## config.mk

```make
export PLATFORM = sky130hd
export DESIGN_NAME = pwm_dbtrip_pair
export DESIGN_NICKNAME = d
export VERILOG_FILES = /design/src/rtl/pwm_dbt_pkg.sv /design/src/rtl/pwm_dbt_timebase.sv /design/src/rtl/pwm_dbt_edge_delay.sv /design/src/rtl/pwm_dbt_trip.sv /design/src/rtl/pwm_dbt_evtdiv.sv /design/src/rtl/pwm_dbtrip_pair.sv
export SDC_FILE = /design/constraint.sdc
export NUM_CORES = 1
export LEC_CHECK = 0
export CAP_MARGIN = 0
export CORE_MARGIN = 2
export CORE_UTILIZATION = 50
export CTS_BUF_LIST = sky130_fd_sc_hd__clkbuf_2 sky130_fd_sc_hd__clkbuf_4 sky130_fd_sc_hd__clkbuf_8
export CTS_CLUSTER_DIAMETER = 120
export DETAILED_ROUTE_END_ITERATION = 8
export GPL_ROUTABILITY_DRIVEN = 0
export PLACE_DENSITY_LB_ADDON = 0.08
export SYNTH_ARGS = -nofsm -noshare
export SYNTH_HDL_FRONTEND = slang
export SYNTH_HIERARCHICAL = 1
export SYNTH_SLANG_ARGS = --single-unit
```

## constraint.sdc

```tcl
create_clock -name clk -period 2.3 [get_ports clk]
set_input_delay 0.46 -clock clk [delete_from_list [all_inputs] [get_ports clk]]
set_output_delay 0.46 -clock clk [all_outputs]
set_load 0.005 [all_outputs]
```

## src/rtl/pwm_dbt_pkg.sv

```systemverilog
package pwm_dbt_pkg;

  typedef enum logic [2:0] {
    SEL_PERIOD = 3'd0,
    SEL_CMPA   = 3'd1,
    SEL_DELAY  = 3'd2,
    SEL_TRIP   = 3'd3,
    SEL_OVR    = 3'd4,
    SEL_CHOP   = 3'd5,
    SEL_EVT    = 3'd6,
    SEL_CTRL   = 3'd7
  } reg_sel_e;

  typedef enum logic [1:0] {
    FRC_LOW  = 2'd0,
    FRC_HIGH = 2'd1,
    FRC_HIZ  = 2'd2,
    FRC_HIZ3 = 2'd3
  } force_e;

  localparam int LANES = 2;

endpackage

```

## src/rtl/pwm_dbt_timebase.sv

```systemverilog
module pwm_dbt_timebase #(
  parameter int CNT_W = 16
) (
  input  logic             clk,
  input  logic             rst_n,
  input  logic             run,
  input  logic             prd_wr,
  input  logic [CNT_W-1:0] prd_in,
  output logic [CNT_W-1:0] cnt_o,
  output logic             wrap_o
);

  logic [CNT_W-1:0] prd_shadow;
  logic [CNT_W-1:0] prd_act;
  logic [CNT_W-1:0] cnt;

  assign wrap_o = run && (cnt >= prd_act);
  assign cnt_o  = cnt;

  always_ff @(posedge clk) begin
    if (!rst_n) begin
      prd_shadow <= '0;
      prd_act    <= '0;
      cnt        <= '0;
    end else begin
      if (prd_wr) prd_shadow <= prd_in;
      if (wrap_o) begin
        cnt     <= '0;
        prd_act <= prd_shadow;
      end else if (run) begin
        cnt <= cnt + 1'b1;
      end
    end
  end

  AST_WRAP_TO_ZERO: assert property (@(posedge clk) disable iff (!rst_n)
    wrap_o |=> (cnt == '0));
  AST_COUNT_STEP: assert property (@(posedge clk) disable iff (!rst_n)
    (run && !wrap_o) |=> (cnt == $past(cnt) + 1'b1));
  AST_PERIOD_HELD: assert property (@(posedge clk) disable iff (!rst_n)
    !wrap_o |=> $stable(prd_act));
  AST_IDLE_HOLD: assert property (@(posedge clk) disable iff (!rst_n)
    !run |=> $stable(cnt));

endmodule

```

## src/rtl/pwm_dbt_edge_delay.sv

```systemverilog
module pwm_dbt_edge_delay #(
  parameter int DB_W = 8
) (
  input  logic            clk,
  input  logic            rst_n,
  input  logic            x_in,
  input  logic [DB_W-1:0] dly,
  output logic            y_out
);

  logic [DB_W-1:0] held;

  assign y_out = x_in && (held >= dly);

  always_ff @(posedge clk) begin
    if (!rst_n) begin
      held <= '0;
    end else if (!x_in) begin
      held <= '0;
    end else if (held < dly) begin
      held <= held + 1'b1;
    end
  end

  AST_RISE_HELD_OFF: assert property (@(posedge clk) disable iff (!rst_n)
    ((dly != '0) && $rose(x_in)) |-> !y_out);
  AST_FALL_IMMEDIATE: assert property (@(posedge clk) disable iff (!rst_n)
    $fell(x_in) |-> !y_out);

endmodule

```

## src/rtl/pwm_dbt_trip.sv

```systemverilog
module pwm_dbt_trip #(
  parameter int NTRIP = 2
) (
  input  logic             clk,
  input  logic             rst_n,
  input  logic [NTRIP-1:0] trip_in,
  input  logic             oneshot,
  input  logic             os_clr,
  input  logic             wrap,
  output logic             active
);

  logic trip_any;
  logic cbc_q;
  logic os_q;

  assign trip_any = |trip_in;
  assign active   = trip_any | (oneshot ? os_q : cbc_q);

  always_ff @(posedge clk) begin
    if (!rst_n) begin
      cbc_q <= 1'b0;
      os_q  <= 1'b0;
    end else begin
      if (!oneshot && trip_any) cbc_q <= 1'b1;
      else if (wrap)            cbc_q <= 1'b0;
      if (oneshot && trip_any)  os_q <= 1'b1;
      else if (os_clr)          os_q <= 1'b0;
    end
  end

  AST_CBC_RELEASE: assert property (@(posedge clk) disable iff (!rst_n)
    (cbc_q && wrap && !trip_any) |=> !cbc_q);
  AST_ONESHOT_STICKY: assert property (@(posedge clk) disable iff (!rst_n)
    (os_q && !os_clr) |=> os_q);

endmodule

```

## src/rtl/pwm_dbt_evtdiv.sv

```systemverilog
module pwm_dbt_evtdiv #(
  parameter int EVT_W = 4
) (
  input  logic             clk,
  input  logic             rst_n,
  input  logic             evt,
  input  logic [EVT_W-1:0] div,
  output logic             irq
);

  logic [EVT_W-1:0] seen;

  always_ff @(posedge clk) begin
    if (!rst_n) begin
      seen <= '0;
      irq  <= 1'b0;
    end else begin
      irq <= 1'b0;
      if (evt && (div != '0)) begin
        if (({1'b0, seen} + 1'b1) >= {1'b0, div}) begin
          seen <= '0;
          irq  <= 1'b1;
        end else begin
          seen <= seen + 1'b1;
        end
      end
    end
  end

  AST_IRQ_FROM_EVENT: assert property (@(posedge clk) disable iff (!rst_n)
    irq |-> $past(evt));
  AST_IRQ_OFF_AT_ZERO: assert property (@(posedge clk) disable iff (!rst_n)
    (div == '0) |=> !irq);

endmodule

```

## src/rtl/pwm_dbtrip_pair.sv

```systemverilog
module pwm_dbtrip_pair
  import pwm_dbt_pkg::*;
#(
  parameter int CNT_W  = 16,
  parameter int DB_W   = 8,
  parameter int CHOP_W = 4,
  parameter int EVT_W  = 4,
  parameter int NTRIP  = 2
) (
  input  logic             clk,
  input  logic             rst_n,
  input  logic             cfg_we,
  input  logic [2:0]       cfg_addr,
  input  logic [CNT_W-1:0] cfg_wdata,
  input  logic [NTRIP-1:0] trip_in,
  output logic             pwm_a,
  output logic             pwm_a_oe,
  output logic             pwm_b,
  output logic             pwm_b_oe,
  output logic             irq
);

  localparam int DATA_W   = CNT_W;
  localparam int FALL_LSB = DATA_W / 2;

  reg_sel_e sel;
  assign sel = reg_sel_e'(cfg_addr);

  logic [CNT_W-1:0]  cmpa_q;
  logic [DB_W-1:0]   dly_q   [LANES];
  logic              oneshot_q;
  force_e            frc_q   [LANES];
  logic              ovr_en_q  [LANES];
  logic              ovr_lvl_q [LANES];
  logic              chop_en_q;
  logic [CHOP_W-1:0] chop_div_q;
  logic [EVT_W-1:0]  evt_div_q;
  logic              run_q;

  logic unused_wdata;
  assign unused_wdata = ^cfg_wdata;

  always_ff @(posedge clk) begin
    if (!rst_n) begin
      cmpa_q     <= '0;
      oneshot_q  <= 1'b0;
      chop_en_q  <= 1'b0;
      chop_div_q <= '0;
      evt_div_q  <= '0;
      run_q      <= 1'b0;
      for (int i = 0; i < LANES; i++) begin
        dly_q[i]     <= '0;
        frc_q[i]     <= FRC_LOW;
        ovr_en_q[i]  <= 1'b0;
        ovr_lvl_q[i] <= 1'b0;
      end
    end else if (cfg_we) begin
      case (sel)
        SEL_CMPA:  cmpa_q <= cfg_wdata;
        SEL_DELAY: begin
          dly_q[0] <= cfg_wdata[DB_W-1:0];
          dly_q[1] <= cfg_wdata[FALL_LSB +: DB_W];
        end
        SEL_TRIP: begin
          oneshot_q <= cfg_wdata[0];
          frc_q[0]  <= force_e'(cfg_wdata[2:1]);
          frc_q[1]  <= force_e'(cfg_wdata[4:3]);
        end
        SEL_OVR: begin
          ovr_en_q[0]  <= cfg_wdata[0];
          ovr_lvl_q[0] <= cfg_wdata[1];
          ovr_en_q[1]  <= cfg_wdata[2];
          ovr_lvl_q[1] <= cfg_wdata[3];
        end
        SEL_CHOP: begin
          chop_en_q  <= cfg_wdata[0];
          chop_div_q <= cfg_wdata[CHOP_W:1];
        end
        SEL_EVT:  evt_div_q <= cfg_wdata[EVT_W-1:0];
        SEL_CTRL: run_q <= cfg_wdata[0];
        default: ;
      endcase
    end
  end

  logic             prd_wr;
  logic             os_clr;
  logic [CNT_W-1:0] cnt;
  logic             wrap;
  logic             trip_act;

  assign prd_wr = cfg_we && (sel == SEL_PERIOD);
  assign os_clr = cfg_we && (sel == SEL_TRIP) && cfg_wdata[5];

  pwm_dbt_timebase #(.CNT_W(CNT_W)) u_timebase (
    .clk    (clk),
    .rst_n  (rst_n),
    .run    (run_q),
    .prd_wr (prd_wr),
    .prd_in (cfg_wdata),
    .cnt_o  (cnt),
    .wrap_o (wrap)
  );

  pwm_dbt_trip #(.NTRIP(NTRIP)) u_trip (
    .clk     (clk),
    .rst_n   (rst_n),
    .trip_in (trip_in),
    .oneshot (oneshot_q),
    .os_clr  (os_clr),
    .wrap    (wrap),
    .active  (trip_act)
  );

  pwm_dbt_evtdiv #(.EVT_W(EVT_W)) u_evtdiv (
    .clk   (clk),
    .rst_n (rst_n),
    .evt   (wrap),
    .div   (evt_div_q),
    .irq   (irq)
  );

  // carrier: high for div+1 cycles, low for div+1 cycles
  logic [CHOP_W-1:0] chop_cnt;
  logic              carrier;

  always_ff @(posedge clk) begin
    if (!rst_n) begin
      chop_cnt <= '0;
      carrier  <= 1'b0;
    end else if (chop_cnt >= chop_div_q) begin
      chop_cnt <= '0;
      carrier  <= ~carrier;
    end else begin
      chop_cnt <= chop_cnt + 1'b1;
    end
  end

  logic a_raw;
  logic raw    [LANES];
  logic db     [LANES];
  logic lvl    [LANES];
  logic oe     [LANES];

  assign a_raw  = run_q && (cnt < cmpa_q);
  assign raw[0] = a_raw;
  assign raw[1] = run_q && !a_raw;

  for (genvar g = 0; g < LANES; g++) begin : g_lane
    logic chopped;
    logic ovr_lvl;

    pwm_dbt_edge_delay #(.DB_W(DB_W)) u_delay (
      .clk   (clk),
      .rst_n (rst_n),
      .x_in  (raw[g]),
      .dly   (dly_q[g]),
      .y_out (db[g])
    );

    assign chopped = chop_en_q ? (db[g] && carrier) : db[g];
    assign ovr_lvl = ovr_en_q[g] ? ovr_lvl_q[g] : chopped;

    always_comb begin
      if (trip_act) begin
        oe[g]  = !frc_q[g][1];
        lvl[g] = !frc_q[g][1] && frc_q[g][0];
      end else begin
        oe[g]  = 1'b1;
        lvl[g] = ovr_lvl;
      end
    end
  end

  assign pwm_a    = lvl[0];
  assign pwm_a_oe = oe[0];
  assign pwm_b    = lvl[1];
  assign pwm_b_oe = oe[1];

  AST_IDLE_LOW: assert property (@(posedge clk) disable iff (!rst_n)
    (!run_q && !trip_act && !ovr_en_q[0] && !ovr_en_q[1]) |-> (!pwm_a && !pwm_b));
  AST_NO_IRQ_IDLE: assert property (@(posedge clk) disable iff (!rst_n)
    (!run_q && !$past(run_q)) |-> !irq);

endmodule

```

# == Yosys cells after proc, flatten, opt, wreduce, memory -nomap -nowiden ==
# Memory sizes are Yosys's and may differ from the RTL's.
# Cells that the tools add are included.
# op_classes
addsub,6
magnitude_cmp,8
eq_ne,7
n_mux,36
bitwise_logic,11
n_reduce_logical,34
# ops
op,count
two-way mux 1 bit,31
adder 16 x 1 -> 16 bit (second input constant),1
adder 8 x 1 -> 8 bit (second input constant),2
>= comparator 16 bit,1
>= comparator 8 bit,2
less-than comparator 16 bit,1
less-than comparator 8 bit,2
two-way mux 8 bit,2
AND reduction 2 bit,8
logical AND 1 bit,15
equality test 3 bit (second input constant),4
bitwise OR 1 bit,9
adder 4 x 1 -> 4 bit (second input constant),2
equality test 3 x 2 -> 1 bit (second input constant),2
OR reduction 2 bit,3
adder 4 x 1 -> 5 bit (second input constant),1
>= comparator 5 x 4 -> 1 bit,1
>= comparator 4 bit,1
zero test 1 bit,4
two-way mux 2 bit,2
two-way mux 4 bit,1
nonzero test 2 bit,2
nonzero test 4 bit,1
equality test 3 x 1 -> 1 bit (second input constant),1
2 further kinds,3
# word_totals
register_bits,103
ram_bits,24
inputBits,24
mem_count,4
# memory_table
memory,words,word_bits,read_ports,rd_clocked_by_memory_dff,write_ports,line_no,source
dly_q,2,8,2,0,2,pwm_dbtrip_pair.sv:30,logic [DB_W-1:0] dly_q [LANES];
frc_q,2,2,2,0,2,pwm_dbtrip_pair.sv:32,force_e frc_q [LANES];
ovr_en_q,2,1,2,0,2,pwm_dbtrip_pair.sv:33,logic ovr_en_q [LANES];
ovr_lvl_q,2,1,2,0,2,pwm_dbtrip_pair.sv:34,logic ovr_lvl_q [LANES];

# == Longest topological paths before layout ==
# depth
ltp_word,9
depth_mapped,12

# == Cells and area by module ==
# Netlist, hierarchy kept.
# modules_own_cells
module,instances,cells_per_inst,area_each_um2,seq_area_each_um2
pwm_dbt_timebase,1,296,2741.4,960.9
pwm_dbtrip_pair,1,273,2712.6,1361.3
pwm_dbt_edge_delay,2,73,594.3,160.2
pwm_dbt_evtdiv,1,39,380.4,100.1
pwm_dbt_trip,1,11,92.6,40.0

# == Worst setup path before layout ==
# Ideal clock, no wire load.
# synth_timing
kind,register -> register
start,register u_timebase.prd_act[14]
end,register u_evtdiv.seen[2]
setup_ps,76
arrival_ps,2276
slack_ps,-52
path_stages_with_launch,12
period_less_slack_ps,2352
path_cell_list,dfxtp_1 inv_1 ha_1 a21oi_1 a21boi_0 nor3_4 a31oi_4 buf_6 o41ai_4 nor3b_1 o22ai_1 a21boi_0
# synth_via
elab_chain_len,3
# synth_lines
element,line_no,source
from (decl),pwm_dbt_timebase.sv:14,logic [CNT_W-1:0] prd_act;
from (signal assigned),pwm_dbt_timebase.sv:29,prd_act <= prd_shadow;
>= comparator 16 bit,pwm_dbt_timebase.sv:17,assign wrap_o = run && (cnt >= prd_act);
logical AND 1 bit,pwm_dbt_timebase.sv:17,
via wrap,pwm_dbtrip_pair.sv:89,logic wrap;
logical AND 1 bit,pwm_dbt_evtdiv.sv:19,if (evt && (div != '0)) begin
to (signal assigned),pwm_dbt_evtdiv.sv:24,seen <= seen + 1'b1;
to (decl),pwm_dbt_evtdiv.sv:11,logic [EVT_W-1:0] seen;
# The timed path passes the listed nets, and every way through them passes these cells.
# A chain may end at the register's enable or synchronous reset.

==> impl_metrics.json <==
{
  "status": "finished with violations",
  "violations": "negative setup slack",
  "diodes": 0,
  "ioPinCount": 29,
  "drc": 0,
  "hold_violations": 0,
  "fin_crit_sh_pct": 126.4,
  "required_ns": 1.84,
  "final.setup.worst_slack_ns": -0.6069,
  "numCtsBuffers": 17,
  "grt_pass1_wl_um": 27460,
  "first_pass_iters": 5,
  "vias_per_cell": 5.575,
  "wl_per_cell_um": 16.04,
  "fmaxAchievable_mhz": 344.0,
  "ctsHoldBuffers": 0,
  "setup_viol": 2,
  "grt_pass1_vias": 5671,
  "min_from": "cmpa_q[15]$_SDFFE_PN0P_",
  "synthDistinctLibCells": 65,
  "fp.dieH_um": 123.3,
  "synth.most_common_cell": "dfxtp_1",
  "nets": 937,
  "clk_path_buf_depth": 2,
  "endpoint_kind": "output port",
  "fin_util_pct": 63.00,
  "start_util_pct": 51.26,
  "synth_area_leaders": "dfxtp_1, ha_1, edfxtp_1",
  "hp-class": "flop to flop",
  "vdd_drop_max_uv": 548.9,
  "clkSlewWorstSetupHoldPaths_ns": 0.07,
  "grt_start_max_net_pins": 35,
  "timing.final.crit_period_ns": 2.907,
  "io_buffers": 28,
  "root_buffer": "clkbuf_8",
  "grt_use_total_pct": 23.30,
  "drv_cap": 0,
  "synth-seq-cells": 127,
  "yosysSeqAreaShare_pct": 39.11,
  "maxSlewHeadroom_pct": 57.54,
  "dieWidth_um": 123.3,
  "yosysWarnings": 6,
  "synth_top_cell_area_share_pct": 28.98,
  "slew_violations": 0,
  "worstReg2RegStart": "u_timebase/cnt_o[14]$_SDFFE_PP0P_",
  "gr-total-overflow": 0,
  "antenna_found_initial": 0,
  "skew_ns": 0.007950,
  "p_leak_nw": 3.354,
  "avgSynthCellArea_sq_um": 9.301,
  "cts.sinks": 127,
  "synth-edff-count": 24,
  "crit_fanout": 4,
  "rr_worst_depth": 10,
  "areaGrowthSynthToFinish_pct": 22.89,
  "postSynthCellCount": 765,
  "whs_ns": 0.4503,
  "fillers": 1166,
  "routed_wl_um": 16780,
  "synthTopCellsByCount": "dfxtp_1, nand2_1, ha_1, inv_1, nand4_1",
  "rsz0062_at_grt": "true",
  "multi_input_area_sq_um": 4172,
  "start_kind": "flop",
  "ant_nets": 0,
  "p_total_w": 0.004908,
  "vias": 5831,
  "path_class": "flop to output port",
  "layout-drive-gt1-share_pct": 22.40,
  "dpl.hpwl_um": 12030,
  "drt_iter0_drc": 318,
  "clk-insertion-delay-late_ns": 0.45,
  "holdPathStages": 2,
  "core-area_sq_um": 13880,
  "p_per_area_nw_per_um2": 561.3,
  "cts_tree": "built",
  "tightest_slew_ns": 0.6315,
  "synth_flop_cell": "dfxtp_1",
  "rr_endpoint": "u_evtdiv/seen[1]$_SDFFE_PN0P_",
  "layout.area.seq_sq_um": 2801,
  "dieArea_sq_um": 15200,
  "ys_async_sr_fraction_pct": 0,
  "synth_largest_area_cell": "dfxtp_1",
  "rrSetupSlack_ns": 0.06,
  "arrival_ns": 2.45,
  "synth_nets": 849,
  "netlist_area_sq_um": 7116,
  "htree_levels": 4,
  "whs_endpoint": "cmpa_q[15]$_SDFFE_PN0P_",
  "rows": 43
}
[stage by stage]
stage,TNS (ns),worst slack (ns),cells,cell area [sq um]
global placement,-2.248,-0.7502,1008,7995
floorplan,-0.01129,-0.01129,765,7132
CTS,-1.313,-0.7081,1044,8598
global route,-1.599,-0.8110,1046,8745
detailed placement,-2.811,-0.7964,1008,7995
finish,-1.178,-0.6069,1046,8745
[kinds of logic after synthesis]
kind of cell	after synthesis	share of synthesized area, %
and+or+nand+nor	307	23.32
AOI/OAI and AO/OA	135	15.14
xor gates and xnor gates	19	2.339
DFF	127	39.11
adders and majority gates	60	10.55
buffers and inverters	89	5.609
muxes	28	3.939
[layer usage]
layer	up-vias	part of all wire, %	global-route usage [%]
met3	23	3.6	5.028
met1	2806	47	30.66
li1	2908	-	-
met5	-	0	0
met2	94	48	37.77
met4	0	1.4	8.310
[worst max-delay path, stage by stage, from the launching register on]
cell and delay, ns:
dfxtp_2 0.34, inv_2 0.05, ha_4 0.25, and4_1 0.18
a221oi_2 0.33, nand3_1 0.13, nor2_2 0.14, o31a_1 0.17
nand2_1 0.06, nor2_1 0.08, a21oi_1 0.05, o21ai_1 0.11
buf_2 0.12
[state kept, by name (all words and copies together), names as in the netlist, 2 cells and up]
| signal | count |
|---|---|
| chop_cnt | 4 |
| u_evtdiv/seen | 4 |
| ovr_lvl_q | 2 |
| g_lane.u_delay/held | 16 |
| evt_div_q | 4 |
| cmpa_q | 16 |
| frc_q | 4 |
| u_timebase/prd_shadow | 16 |
| dly_q | 16 |
| u_timebase/prd_act | 16 |
| ovr_en_q | 2 |
| chop_div_q | 4 |
| u_timebase/cnt_o | 16 |
[power breakdown]
part | switching, W | internal, W | leakage, nW
registers | 0.0000246 | 0.00232 | 1.07
logic | 0.000188 | 0.000148 | 2.05
clock network | 0.000895 | 0.00134 | 0.236
[layout by cell type (no fill, tap or decap), drive strengths merged, types with 3 or more instances in the layout]
cell type        n
o31ai            8
nor2            33
ha              60
nand3           18
buf             71
nand3b           5
a21oi           32
and3            13
xnor2            6
o211ai           7
o221ai          15
and2            28
o21ai           21
a2bb2oi         15
o21a             3
edfxtp          24
mux2i           28
nor3            22
or3             10
inv             62
a31oi            3
nor2b           17
xor2            13
clkdlybuf4s50   24
bufinv           4
nand4           38
clkbuf          23
or4              4
dfxtp          103
nand2          103
nand2b           5
clkinv           3
and4             4
a21boi          19
[how the worst max path moves through the flow]
stage	end	from	depth (start not counted)
floorplan	u_evtdiv/seen[2]$_SDFFE_PN0P_	u_timebase/prd_act[13]$_SDFFE_PN0P_	11
global placement	pwm_a	cmpa_q[9]$_SDFFE_PN0P_	13
detailed placement	pwm_b	cmpa_q[14]$_SDFFE_PN0P_	12
CTS	pwm_a	cmpa_q[11]$_SDFFE_PN0P_	13
global route	pwm_a	cmpa_q[10]$_SDFFE_PN0P_	13
finish	pwm_a	cmpa_q[14]$_SDFFE_PN0P_	12
[repair_timing]
| item | in CTS | in global routing |
|---|---|---|
| setup buffers | 4 | 2 |
| gates cloned | 0 | 0 |
| resized for setup | 43 | 29 |
| setup endpoints to repair | 20 | 20 |
| pin swaps | 18 | 17 |
| hold endpoints to repair | 0 | 0 |
[cell type report]
| cell class | instances | area share [%] |
|---|---|---|
| Multi-Input combinational cell | 549 | 47.70 |
| Sequential cell | 127 | 32.04 |
| Timing Repair Buffer | 97 | 9.773 |
| Clock buffer | 23 | 3.548 |
| Inverter | 61 | 2.618 |
| Tap cell | 180 | 2.575 |
| Clock inverter | 9 | 1.746 |
No activity file was read; power rests on OpenSTA's default activity.
